`src/rtl/fcs_pkg.sv`:
```
package fcs_pkg;
  localparam int SW_W  = 3;
  localparam int LVL_W = 3;

  typedef logic [SW_W-1:0]         sw_t;
  typedef logic signed [LVL_W-1:0] lvl_t;

  localparam lvl_t LVL_TOP = 3'sd2;
  localparam lvl_t LVL_BOT = -3'sd2;

  localparam sw_t SW_P2  = 3'b110;
  localparam sw_t SW_P1A = 3'b100;
  localparam sw_t SW_P1B = 3'b010;
  localparam sw_t SW_Z0  = 3'b000;
  localparam sw_t SW_Z1  = 3'b111;
  localparam sw_t SW_N1A = 3'b101;
  localparam sw_t SW_N1B = 3'b011;
  localparam sw_t SW_N2  = 3'b001;

  function automatic lvl_t sw_level(input sw_t s);
    case (s)
      SW_P2:          return 3'sd2;
      SW_P1A, SW_P1B: return 3'sd1;
      SW_N1A, SW_N1B: return -3'sd1;
      SW_N2:          return -3'sd2;
      default:        return 3'sd0;
    endcase
  endfunction

  function automatic lvl_t sat_level(input lvl_t r);
    if (r > LVL_TOP) return LVL_TOP;
    if (r < LVL_BOT) return LVL_BOT;
    return r;
  endfunction

  // 1: charging-side pattern of the redundant pair (100 / 101)
  function automatic logic pick_first(input logic cap_hi, input logic pos);
    return cap_hi ^ pos;
  endfunction
endpackage

```
`src/rtl/fcs_req_sat.sv`:
```
module fcs_req_sat
  import fcs_pkg::*;
(
  input  lvl_t req,
  output lvl_t tgt
);
  assign tgt = sat_level(req);
endmodule

```
`src/rtl/fcs_level_dec.sv`:
```
module fcs_level_dec
  import fcs_pkg::*;
(
  input  sw_t  sw,
  output lvl_t lvl
);
  assign lvl = sw_level(sw);
endmodule

```
`src/rtl/fcs_next_state.sv`:
```
module fcs_next_state
  import fcs_pkg::*;
(
  input  sw_t  cur,
  input  logic step_up,
  input  logic step_dn,
  input  logic pick_a,
  output sw_t  nxt
);
  always_comb begin
    nxt = cur;
    if (step_up) begin
      case (cur)
        SW_P1A, SW_P1B: nxt = SW_P2;
        SW_Z0, SW_Z1:   nxt = pick_a ? SW_P1A : SW_P1B;
        SW_N1A, SW_N1B: nxt = SW_Z1;
        SW_N2:          nxt = pick_a ? SW_N1A : SW_N1B;
        default:        nxt = cur;
      endcase
    end else if (step_dn) begin
      case (cur)
        SW_P2:          nxt = pick_a ? SW_P1A : SW_P1B;
        SW_P1A, SW_P1B: nxt = SW_Z0;
        SW_Z0, SW_Z1:   nxt = pick_a ? SW_N1A : SW_N1B;
        SW_N1A, SW_N1B: nxt = SW_N2;
        default:        nxt = cur;
      endcase
    end
  end
endmodule

```
`src/rtl/flycap_state_seq.sv`:
```
module flycap_state_seq
  import fcs_pkg::*;
(
  input  logic                    clk,
  input  logic                    rst_n,
  input  logic signed [LVL_W-1:0] level_req,
  input  logic                    cap_high,
  input  logic                    cur_pos,
  output logic [SW_W-1:0]         sw_state,
  output logic signed [LVL_W-1:0] level_out
);
  lvl_t tgt_lvl;
  lvl_t lvl_now;
  sw_t  sw_q;
  sw_t  sw_nxt;
  logic step_up;
  logic step_dn;
  logic pick_a;

  fcs_req_sat u_sat (.req(level_req), .tgt(tgt_lvl));
  fcs_level_dec u_dec (.sw(sw_q), .lvl(lvl_now));

  assign step_up = (tgt_lvl > lvl_now);
  assign step_dn = (tgt_lvl < lvl_now);
  assign pick_a  = pick_first(cap_high, cur_pos);

  fcs_next_state u_nxt (
    .cur(sw_q), .step_up(step_up), .step_dn(step_dn),
    .pick_a(pick_a), .nxt(sw_nxt)
  );

  always_ff @(posedge clk or negedge rst_n) begin
    if (!rst_n) sw_q <= SW_Z0;
    else        sw_q <= sw_nxt;
  end

  assign sw_state  = sw_q;
  assign level_out = lvl_now;
endmodule

```
`config.mk`:
```
export PLATFORM = sky130hd
export DESIGN_NAME = flycap_state_seq
export DESIGN_NICKNAME = d
export VERILOG_FILES = /design/src/rtl/fcs_pkg.sv /design/src/rtl/fcs_req_sat.sv /design/src/rtl/fcs_level_dec.sv /design/src/rtl/fcs_next_state.sv /design/src/rtl/flycap_state_seq.sv
export SDC_FILE = /design/constraint.sdc
export NUM_CORES = 1
export LEC_CHECK = 0
export ABC_AREA = 1
export CAP_MARGIN = 40
export CORE_AREA = 8 8 45 47
export CTS_CLUSTER_SIZE = 14
export DETAILED_ROUTE_END_ITERATION = 12
export DIE_AREA = 0 0 53 55
export PLACE_DENSITY = 0.51
export SLEW_MARGIN = 40
export SYNTH_ARGS = -nofsm -noshare
export SYNTH_HDL_FRONTEND = slang
export SYNTH_SLANG_ARGS = --single-unit
```
`constraint.sdc`:
```
create_clock -name clk -period 2.4 [get_ports clk]
set_clock_uncertainty 0.1 [all_clocks]
set_input_delay 0.36 -clock clk [delete_from_list [all_inputs] [get_ports clk]]
set_output_delay 0.36 -clock clk [all_outputs]
set_load 0.02 [all_outputs]
```
# Word-level counts from Yosys, hierarchy flattened
# Cells that the tools add are included.
# word_totals
regBits	3
in_bits	7
output_inout_bits	6
elab_cells	35
# classes
magnitude_cmp	4
n_eq_ne	8
mux	14
bitwise	1
reduce_logical	7
# op_table
cell	count
$pmux 3 s4	3
$mux 3	8
$eq 3x3->1 const B	4
$eq 3x2->1 const B	2
$reduce_or 2->1	3
$ne 5x1->1 const B	1
$reduce_bool 5->1	1
$eq 3x1->1 const B	1
$gt 3x3->1	1
$gt 3x3->1 const B	1
$logic_not 3->1	1
$lt 3x2->1 const B	1
$lt 3x3->1	1
$mux 1	3
$reduce_and 3->1	1
$reduce_bool 2->1	1
$xor 1x1->1	1

# Logic depth before layout (Yosys ltp)
# logic_depth
word_depth	8
depth_mapped	14
ltp_nobuf	14

# Cells and area by module
# From an unflattened synthesis, not the netlist that was laid out.
# unflattened
hier_cells	65
hier_area_um2	382.9
# by_module_without_submodules
mod	instances	cells_each	area_per_inst_um2	seq_area_each_um2
flycap_state_seq	1	19	177.7	75.1
fcs_next_state	1	30	133.9	0.0
fcs_level_dec	1	9	37.5	0.0
fcs_req_sat	1	7	33.8	0.0

# Worst setup path before layout
# No wires, ideal clock.
# synth_timing
kind	flip-flop to flip-flop
startpoint	register sw_q[0], in the netlist sw_state[0]
endpoint	register sw_q[0], in the netlist sw_state[0]
setup_time_ps	117
t_arrival_ps	2092
required_time_ps	2183
setup_slack_ps	91
stages_incl_launch_ff	15
n_path_buf	0
synth_period_minus_slack_ps	2309
path_cell_list	dfrtp_1 inv_1 a21oi_2 inv_1 nand2_1 inv_1 ha_1 nand2_1 nand3_1 nand2_1 nand2_1 nand2_2 inv_2 nand3_1 nand2_1
# synth_between
elab_chain_len	6
word_cells_on_any_way	22
cone_classes	2 x order compare; 8 x eq/ne; 5 x mux; 7 x reduce/logical
# synth_rtl
item	line	source
from (decl)	flycap_state_seq.sv:14	sw_t sw_q;
from (signal assigned)	flycap_state_seq.sv:34	else sw_q <= sw_nxt;
$eq 3x3->1 / $eq 3x2->1 (equally long branches)	fcs_pkg.sv:21	case (s)
$reduce_or 2->1	fcs_pkg.sv:21	
$pmux 3 s4 (*)	fcs_pkg.sv:21	
via level_out[2]	flycap_state_seq.sv:10	output logic signed [LVL_W-1:0] level_out
$gt 3x3->1 / $lt 3x3->1 (equally long branches)	flycap_state_seq.sv:23, flycap_state_seq.sv:24	
$ne 5x1->1 (no source line) (tied with other cells)	--	
$reduce_and 3->1 (no source line)	--	
# The timed path passes the listed nets; every way through them passes the cells marked *. The select of a mux whose other input is x is not followed.
# A chain may end at the register's enable or synchronous reset.

# Final worst setup path
# layout_timing
startpoint	register sw_q[0], in the netlist sw_state[0]
endpoint	output port level_out[1]
# layout_between
elab_chain_len	3
word_cells_on_any_way	9
cone_classes	6 x eq/ne; 1 x mux; 2 x reduce/logical
# layout_rtl
item	line
$eq 3x3->1 / $eq 3x2->1 (equally long branches)	fcs_pkg.sv:21
$reduce_or 2->1	fcs_pkg.sv:21
$pmux 3 s4 (*)	fcs_pkg.sv:21
to (decl)	flycap_state_seq.sv:10
# Every way passes the cells marked *; elsewhere a longest branch is shown, timed or not.

==> impl_metrics.tcl <==
set metrics [dict create \
    grt_max_degree 9 \
    antenna_found_initial 0 \
    cts_buffer_depth 2 \
    ant_nets 0 \
    grt_first_pass_wirelength_um 1420 \
    worst_ep_required_time_ns 1.94 \
    wirelength_um 843 \
    post-route-drc-count 0 \
    timing.fmax_ghz 0.463 \
    rsz0062_at_grt "no" \
    drt_first_iter_violations 2 \
    wl_per_cell_um 9.16 \
    dr.pass1.iters 4 \
    path_clk_slew_ns 0.04 \
    syn_nets 71 \
    final_hold_viol_count 0 \
    cp-end-kind "output port" \
    multi_input_area_sq_um 240 \
    insertion_delay_ns 0.23 \
    ys_ff_latch 3 \
    viasPerCell 4.38 \
    cts-buffers-inserted 3 \
    rows 14 \
    place_congestion 0.742 \
    cpMaxStageDelayCell "clkdlybuf4s50_1" \
    n_antenna_cell 0 \
    cts_setup_buffers 0 \
    slew_headroom_pct 81.2 \
    htreeDepth 1 \
    grt.overflow.total 0 \
    critPathKind "flop to output port" \
    seq_area_sq_um 75.1 \
    n_fill_cell 156 \
    area_growth_syn_to_layout_pct 46.1 \
    clock_sinks 3 \
    cp.arrival_ns 1.70 \
    period_minus_slack_ns 2.16 \
    fin_tns_setup_ns 0 \
    ir_drop_v 0.000517 \
    critPathTopFamily "buffers and inverters" \
    synth_warnings 0 \
    drive_gt1_share_pct 9.21 \
    status "finished clean" \
    grt_pass1_vias 401 \
    vias 403 \
    power_leakage_uw 0.000276 \
    tightest_slew_ns 0.282 \
    synth.avg_cell_area_sq_um 5.78 \
    fin_crit_sh_pct 90.1 \
    power.density_nw_per_um2 1720 \
    hpwl_um 688 \
    fin_nets 87 \
    cp_num_buf_inv 3 \
    fin_hold_ws_ns 0.206 \
    grt_usage_pct 6.50 \
    max-cap-violations 0 \
    syn_area_sq_um 353 \
    start_kind "flop" \
    yosysUniqueCellTypes 15 \
    post_cts_resized 0 \
    setup_violations 0 \
    crit_path_cell_trace "inv_1, a21oi_2, inv_1, nand2_1, clkdlybuf4s50_1" \
    ys_seq_area_share_pct 21.3 \
    hp-class "input pin to async pin" \
    root_buffer "clkbuf_4" \
    crit_fanout 5 \
    io_buffer_count 12 \
    fp.dieH_um 55 \
    postCtsHoldBufs 0 \
    core_area_sq_um 1380 \
    start_util_pct 25.5 \
    tritoncts "yes" \
    die_area_sq_um 2920 \
    synthCells 61 \
    cp_common_cell "inv_1" \
    slowest_delay_ns 0.60 \
    pin_count 13 \
    slew_viol_final 0 \
    dieWidth_um 53 \
    largest_reg_flops 3 \
]
## path summary, 6_finish.rpt
kind	from	cells after the start	end	slack, ns
hold / removal	rst_n	1	sw_state[0]$_DFFE_PN0P_	0.21
min in group clk	sw_state[0]$_DFFE_PN0P_	2	sw_state[0]$_DFFE_PN0P_	0.48
hold reg to reg	sw_state[0]$_DFFE_PN0P_	2	sw_state[0]$_DFFE_PN0P_	0.48
setup reg to reg	sw_state[0]$_DFFE_PN0P_	14	sw_state[2]$_DFFE_PN0P_	0.37
max in group asynchronous	rst_n	1	sw_state[2]$_DFFE_PN0P_	1.85
setup / recovery	sw_state[0]$_DFFE_PN0P_	5	level_out[1]	0.24
## power by group
part	internal (uW)	total (uW)	switching, uW
clock	62.3	87.8	25.5
combinational	277	658	381
sequential	82.9	138	55.4
total	422	884	462
## layout by cell type, fill, tap and decap left out
cell	count
clkbuf_4	3
a21oi_2	1
xnor2_1	1
a21oi_1	2
clkbuf_1	1
inv_1	8
nor2_1	3
ha_1	3
inv_2	1
dfrtp_1	3
nor3_1	1
nand2_1	25
or2_2	1
nand2_2	1
nand4_1	2
nand3_1	8
clkdlybuf4s50_1	12
## cell usage after synthesis
| library cell | instances | share of area [%] |
|---|---|---|
| or2_2 | 1 | 1.8 |
| inv_1 | 8 | 8.5 |
| nor3_1 | 1 | 1.4 |
| nand3_1 | 8 | 11 |
| nand4_1 | 2 | 3.5 |
| a21oi_2 | 1 | 2.5 |
| a21oi_1 | 2 | 2.8 |
| xnor2_1 | 1 | 2.5 |
| dfrtp_1 | 3 | 21 |
| ha_1 | 3 | 11 |
| nor2_1 | 3 | 3.2 |
| nand2_2 | 1 | 1.8 |
| nand2_1 | 25 | 27 |
| inv_2 | 1 | 1.1 |
| clkbuf_1 | 1 | 1.1 |
## final cells by class
type                       count  share of cell area, %
multi-input combinational     48                   46.6
clock buffer                   4                   5.10
sequential                     3                   14.6
timing repair buffer          12                   23.3
inverter                       9                   6.55
tap                           16                   3.88
## metal layers
layer	share of wire, %	track usage [%]
met4	1.7	5.17
met2	45	11.9
met1	46	5.78
met3	7.4	2.14
met5	0	0
## logic make-up (layout without fill, tap and decap cells)
family                     Yosys count  count (layout)  synth area share, %
and+or+nand+nor                     41              41                 49.6
xor gates and xnor gates             1               1                 2.48
adders and majority gates            3               3                 10.6
AOI/OAI and AO/OA                    3               3                 5.32
DFF                                  3               3                 21.3
buffers and inverters               10              25                 10.6
## per-stage QoR
step | std cells | power [uW] | instance area (sq um) | utilization [%] | setup slack [ns]
6_report | 92 | 884 | 515 | 37.3 | 0.239
5_1_grt | 92 | 997 | 515 | 37.3 | 0.137
4_1_cts | 92 | 897 | 515 | 37.3 | 0.228
3_5_place_dp | 88 | 804 | 489 | 35.4 | 0.0747
3_3_place_gp | 88 | 805 | 489 | 35.4 | 0.0755
2_1_floorplan | 61 | 587 | 353 | - | 0.0909
## worst register-to-register path, cell delays in order (launching register included)
cell and delay (ns):
dfrtp_1 0.42, inv_1 0.12, a21oi_2 0.16, inv_1 0.10, nand2_1 0.08, inv_1 0.04
ha_1 0.30, nand2_1 0.07, nand3_1 0.14, nand2_1 0.09, nand2_1 0.06, nand2_2 0.09
inv_2 0.05, nand3_1 0.06, nand2_1 0.05
No activity file was read; power rests on OpenSTA's default activity.
